`config.mk`:
```
export PLATFORM = sky130hd
export DESIGN_NAME = csaa_resolve
export DESIGN_NICKNAME = d
export VERILOG_FILES = /design/src/rtl/csaa_pkg.sv /design/src/rtl/csaa_cov_decode.sv /design/src/rtl/csaa_accum.sv /design/src/rtl/csaa_div_round.sv /design/src/rtl/csaa_resolve.sv
export SDC_FILE = /design/constraint.sdc
export NUM_CORES = 2
export LEC_CHECK = 0
export BUFFER_PORTS_ARGS = -buffer_cell sky130_fd_sc_hd__buf_2
export CORE_UTILIZATION = 29
export CTS_CLUSTER_DIAMETER = 100
export DETAILED_ROUTE_END_ITERATION = 10
export HOLD_SLACK_MARGIN = 0.08
export REMOVE_ABC_BUFFERS = 1
export SLEW_MARGIN = 5
export SYNTH_ARGS = -nofsm -noshare
export SYNTH_HDL_FRONTEND = slang
export SYNTH_SLANG_ARGS = --single-unit
```
`constraint.sdc`:
```
create_clock -name clk -period 39.6 [get_ports clk]
set_clock_uncertainty 0.15 [all_clocks]
set_input_delay 1.98 -clock clk [delete_from_list [all_inputs] [get_ports clk]]
set_output_delay 1.98 -clock clk [all_outputs]
set_load 0.01 [all_outputs]
```
`src/rtl/csaa_pkg.sv`:
```
package csaa_pkg;

  localparam int MODE_W   = 3;
  localparam int CHANNELS = 4;

  typedef enum logic [MODE_W-1:0] {
    Q_4S4C  = 3'd0,
    Q_4S8C  = 3'd1,
    Q_8S8C  = 3'd2,
    Q_4S16C = 3'd3,
    Q_8S16C = 3'd4
  } quality_e;

  // number of coverage samples that take part in the given quality mode
  function automatic logic [4:0] mode_cov_count(logic [MODE_W-1:0] m);
    logic [4:0] n;
    case (m)
      Q_4S8C, Q_8S8C:   n = 5'd8;
      Q_4S16C, Q_8S16C: n = 5'd16;
      default:          n = 5'd4;
    endcase
    return n;
  endfunction

  // whether the mode addresses eight color slots (three index bits)
  function automatic logic mode_wide_slots(logic [MODE_W-1:0] m);
    return (m == Q_8S8C) || (m == Q_8S16C);
  endfunction

endpackage

```
`src/rtl/csaa_cov_decode.sv`:
```
module csaa_cov_decode #(
  parameter int COVS  = 16,
  parameter int IDX_W = 3,
  localparam int FIELD_W = IDX_W + 1
) (
  input  logic [csaa_pkg::MODE_W-1:0]  mode,
  input  logic [COVS*FIELD_W-1:0]      cov,
  output logic [COVS-1:0]              live,
  output logic [COVS-1:0][IDX_W-1:0]   slot
);
  import csaa_pkg::*;

  logic [4:0] active_n;
  logic       wide;

  assign active_n = mode_cov_count(mode);
  assign wide     = mode_wide_slots(mode);

  for (genvar j = 0; j < COVS; j++) begin : g_sample
    logic [FIELD_W-1:0] fld;
    assign fld = cov[j*FIELD_W +: FIELD_W];
    // top bit of the field flags an uncovered sample
    assign live[j] = !fld[FIELD_W-1] && (j < int'(active_n));
    // narrow modes address four slots, upper index bit forced low
    assign slot[j] = wide ? fld[IDX_W-1:0]
                          : {1'b0, fld[IDX_W-2:0]};
  end

endmodule

```
`src/rtl/csaa_accum.sv`:
```
module csaa_accum #(
  parameter int CH_W  = 8,
  parameter int SLOTS = 8,
  parameter int COVS  = 16,
  localparam int NCH   = csaa_pkg::CHANNELS,
  localparam int PIX_W = NCH * CH_W,
  localparam int IDX_W = $clog2(SLOTS),
  localparam int CNT_W = $clog2(COVS + 1),
  localparam int SUM_W = CH_W + $clog2(COVS)
) (
  input  logic [COVS-1:0]             live,
  input  logic [COVS-1:0][IDX_W-1:0]  slot,
  input  logic [SLOTS*PIX_W-1:0]      colors,
  output logic [NCH-1:0][SUM_W-1:0]   sum,
  output logic [CNT_W-1:0]            cnt
);

  // each live sample adds the channel values of the slot it names,
  // which is the same as weighting each slot by its reference count
  always_comb begin
    cnt = '0;
    sum = '0;
    for (int j = 0; j < COVS; j++) begin
      if (live[j]) begin
        cnt = cnt + CNT_W'(1);
        for (int c = 0; c < NCH; c++) begin
          sum[c] = sum[c] +
            SUM_W'(colors[int'(slot[j])*PIX_W + c*CH_W +: CH_W]);
        end
      end
    end
  end

endmodule

```
`src/rtl/csaa_div_round.sv`:
```
module csaa_div_round #(
  parameter int CH_W  = 8,
  parameter int SUM_W = 12,
  parameter int CNT_W = 5
) (
  input  logic [SUM_W-1:0] sum,
  input  logic [CNT_W-1:0] cnt,
  output logic [CH_W-1:0]  q
);
  localparam int NUM_W = SUM_W + 1;

  logic [NUM_W-1:0] num;
  logic [NUM_W-1:0] den;
  logic [NUM_W-1:0] quo;

  // add half the divisor so that the quotient rounds half upward
  assign num = {1'b0, sum} + NUM_W'(cnt >> 1);
  assign den = NUM_W'(cnt);
  assign quo = (den == '0) ? '0 : num / den;
  // the average never exceeds a channel maximum; clamp keeps width honest
  assign q   = (|quo[NUM_W-1:CH_W]) ? '1 : quo[CH_W-1:0];

endmodule

```
`src/rtl/csaa_resolve.sv`:
```
module csaa_resolve #(
  parameter int CH_W  = 8,
  parameter int SLOTS = 8,
  parameter int COVS  = 16,
  localparam int NCH     = csaa_pkg::CHANNELS,
  localparam int PIX_W   = NCH * CH_W,
  localparam int IDX_W   = $clog2(SLOTS),
  localparam int FIELD_W = IDX_W + 1,
  localparam int CNT_W   = $clog2(COVS + 1),
  localparam int SUM_W   = CH_W + $clog2(COVS)
) (
  input  logic                          clk,
  input  logic                          rst,
  input  logic                          in_valid,
  output logic                          in_ready,
  input  logic [csaa_pkg::MODE_W-1:0]   in_mode,
  input  logic [COVS*FIELD_W-1:0]       in_cov,
  input  logic [SLOTS*PIX_W-1:0]        in_colors,
  input  logic [PIX_W-1:0]              in_clear,
  output logic                          out_valid,
  input  logic                          out_ready,
  output logic [PIX_W-1:0]              out_rgba
);

  // ---------------- decode and accumulate (feeds stage 1) ----------------
  logic [COVS-1:0]             live;
  logic [COVS-1:0][IDX_W-1:0]  slot;
  logic [NCH-1:0][SUM_W-1:0]   acc_sum;
  logic [CNT_W-1:0]            acc_cnt;

  csaa_cov_decode #(.COVS(COVS), .IDX_W(IDX_W)) u_decode (
    .mode (in_mode),
    .cov  (in_cov),
    .live (live),
    .slot (slot)
  );

  csaa_accum #(.CH_W(CH_W), .SLOTS(SLOTS), .COVS(COVS)) u_accum (
    .live   (live),
    .slot   (slot),
    .colors (in_colors),
    .sum    (acc_sum),
    .cnt    (acc_cnt)
  );

  // ---------------- pipeline control ----------------
  logic                       s1_vld;
  logic [NCH-1:0][SUM_W-1:0]  s1_sum;
  logic [CNT_W-1:0]           s1_cnt;
  logic [PIX_W-1:0]           s1_clear;
  logic                       s2_take;
  logic                       out_vld_q;
  logic [PIX_W-1:0]           out_rgba_q;

  assign s2_take  = !out_vld_q || out_ready;
  assign in_ready = !s1_vld || s2_take;

  always_ff @(posedge clk) begin
    if (rst) begin
      s1_vld    <= 1'b0;
      out_vld_q <= 1'b0;
    end else begin
      if (in_ready) s1_vld    <= in_valid;
      if (s2_take)  out_vld_q <= s1_vld;
    end
  end

  // stage 1: weighted sums, live count and the pixel's clear color
  always_ff @(posedge clk) begin
    if (rst) begin
      s1_sum   <= '0;
      s1_cnt   <= '0;
      s1_clear <= '0;
    end else if (in_valid && in_ready) begin
      s1_sum   <= acc_sum;
      s1_cnt   <= acc_cnt;
      s1_clear <= in_clear;
    end
  end

  // ---------------- stage 2: rounded divide per channel ----------------
  logic [PIX_W-1:0] div_rgba;

  for (genvar c = 0; c < NCH; c++) begin : g_chan
    csaa_div_round #(.CH_W(CH_W), .SUM_W(SUM_W), .CNT_W(CNT_W)) u_div (
      .sum (s1_sum[c]),
      .cnt (s1_cnt),
      .q   (div_rgba[c*CH_W +: CH_W])
    );
  end

  always_ff @(posedge clk) begin
    if (rst) begin
      out_rgba_q <= '0;
    end else if (s2_take && s1_vld) begin
      out_rgba_q <= (s1_cnt == '0) ? s1_clear : div_rgba;
    end
  end

  assign out_valid = out_vld_q;
  assign out_rgba  = out_rgba_q;

endmodule

```
==> results.yml <==
worst_setup_path:
  crit_path_start_kind: "flip-flop"
  crit_required_ns: 39.79
  path_max_fanout: 46
  path_delay_family: "compound AO/OA/AOI/OAI gates"
  critical_path_buf_inv_count: 6
  crit_arrival_ns: 24.99
  cp_slowest_cell: "a21oi_1"
  end_kind: "flip-flop"
  path_class: "reg -> reg"
  slowest_delay_ns: 0.60
  crit_top_cell: "a21oi_1"
synthesis:
  ys_types: 137
  syn_inst: 8625
  syn_area_per_cell_um2: 9.215
  ys_warn_count: 0
  ys_seq_area_share_pct: 2.997
  ys.flop_type: "dfxtp_1"
  ys_seq_elements: 119
  synthArstFlopShare_pct: 0
  netlist_area_um2: 79480
  synth_edf_count: 0
flow_run:
  maxCapViolCount: 0
clock_network:
  cts_buffer_depth: 2
  clock_latency_ns: 0.47
  tritoncts: "done"
  ctsHoldBuffers: 0
  postCtsSetupRepairBufs: 0
  cts_resized: 0
  clock-sinks: 119
  root_buffer: "clkbuf_16"
  cts_buffers: 17
  clkTransAtPathRegs_ns: 0.07
  htreeDepth: 4
final_layout:
  finalNetCount: 9605
  regArea_um2: 2382
  multiInputGateArea_um2: 72930
  drive_gt1_share_pct: 30.23
  area_growth_pct: 6.810
  fill_cells: 28195
  final_cells: 12050
place:
  place_inst: 11993
  place_ws_ns: 14.99
  io_buffers: 392
  dpl.hpwl_um: 234400
  place.gp.congestion: 0.9364
drt:
  drt-pass1-iter-count: 7
  vias_per_cell: 6.231
  avgRoutedWirePerCell_um: 26.10
  vias: 75082
  ant_nets: 0
  drt_iter0_drc: 7503
  routed_wl_um: 314500
  drc: 0
floorplanning:
  fp.dieArea_um2: 276200
  rows: 191
  core_um2: 271700
  die_h_um: 525.5
  ios: 393
  die_width_um: 525.5
  initial_utilization_pct: 29.25
timing:
  max_slew_margin_pct: 11.29
  period_minus_slack_ns: 24.80
  finalWorstSetupSlack_ns: 14.80
  hold_viol_final: 0
  slew_violations: 0
  rsz0062_at_grt: "false"
  timing.fmax_mhz: 40.32
  hold_slack_ns: 0.3005
  setup_violations: 0
  worst_slew_pin_slew_ns: 1.329
  finalCritPeriodShare_pct: 62.63
  finalSetupTns_ns: 0
min_path:
  min_path_type: "reg -> reg"
global_route:
  grt_pass1_vias: 71442
  grt_pass1_wl_um: 464400
  grt_overflow: 0
  antenna_found_initial: 57
  grt_max_degree: 63
  grt_use_total_pct: 21.97
run_status:
  outcome: "finished, final reports clean"
-- sequential cells by signal, summed over array words and instances (netlist names) --
| name | count |
|---|---|
| out_valid | 1 |
| out_rgba | 32 |
| s1_clear | 32 |
| s1_cnt | 5 |
| s1_sum | 48 |
| s1_vld | 1 |
-- per-stage QoR --
stage	area (um2)	util, %
4_1_cts	84830	31.22
6_report	84900	31.24
5_1_grt	84880	31.24
2_1_floorplan	76500	-
3_5_place_dp	84210	30.99
3_3_place_gp	84210	30.99
-- layer usage --
layer	wire (um)	part of all wire, %	vias to the layer above	global-route usage (%)
met1	122800	39	36687	27.55
li1	-	-	33060	-
met3	30980	9.9	946	4.469
met2	141200	45	4375	35.06
met5	76	0.024	-	0
met4	19430	6.2	14	12.31
-- Yosys cell counts (all sizes together) (131+ instances only) --
library cell,n,area share [%]
ha,740,12
mux4,1024,29
nor3,186,1.2
o21bai,140,1.3
a21oi,644,4.1
a21o,181,1.7
inv,382,1.8
nor2b,131,1.0
o21a,206,1.9
nor2,539,2.5
xor2,168,1.9
xnor2,411,4.6
o21ai,358,2.3
mux2,779,11
clkbuf,636,3.0
nand2,552,2.6
-- final timing paths --
kind	slack, ns	cells past startpoint	endpoint	startpoint
worst max register to register	14.80	108	out_rgba[16]$_SDFFE_PP0P_	s1_cnt[2]$_SDFFE_PP0P_
worst max-delay path	14.80	108	out_rgba[16]$_SDFFE_PP0P_	s1_cnt[2]$_SDFFE_PP0P_
worst min register to register	0.30	2	out_rgba[28]$_SDFFE_PP0P_	out_rgba[28]$_SDFFE_PP0P_
worst min-delay path	0.30	2	out_rgba[28]$_SDFFE_PP0P_	out_rgba[28]$_SDFFE_PP0P_
-- placed cells by master (no fill, tap or decap), types with 59 or more instances in the layout --
cell type  count
ha_1         740
nand4_1       59
dfxtp_1      119
fa_1          64
a21o_1       180
nand3_1      110
a31oi_1       71
nand2b_1      93
nor3_1       172
xor2_1       166
buf_2        374
o31ai_1       68
nor2b_1      130
o21ai_0      341
buf_4        150
mux2_2       729
a21oi_1      636
o21bai_1     140
nor2_1       530
xnor2_1      404
mux2i_1       74
nand2_1      535
inv_1        375
mux4_2      1024
o21a_1       206
-- worst reg2reg max path, delay by kind of cell, from the launching register on --
kind | cells | cell delay [ns]
AO/OA/AOI/OAI | 59 | 12.88
adder cells (fa/ha/maj) | 14 | 4.35
buffers and inverters | 6 | 1.01
flip-flops | 1 | 0.56
multiplexers | 1 | 0.34
AND/OR/NAND/NOR | 28 | 5.38
-- cells by family after synthesis --
group | Yosys count | synth area share [%]
flip-flops | 119 | 2.997
AO/OA/AOI/OAI | 2140 | 17.92
adder cells (fa/ha/maj) | 813 | 13.37
multiplexers | 1879 | 41.27
buffers and inverters | 1108 | 5.562
XOR/XNOR | 590 | 6.775
AND/OR/NAND/NOR | 1976 | 12.10
-- area by class of cell --
type	count	area share (%)
well taps	3570	5.262
clock inverters	15	0.2270
inverters	382	1.689
multi-input cells	7398	85.91
clock buffers	17	0.5011
repair buffers	524	3.531
flip-flops and latches	119	2.806
diodes	25	0.07369
Power is left out: the tool's default activity adds up to more than one toggle a clock period on the data nets, which glitch-free logic cannot reach.
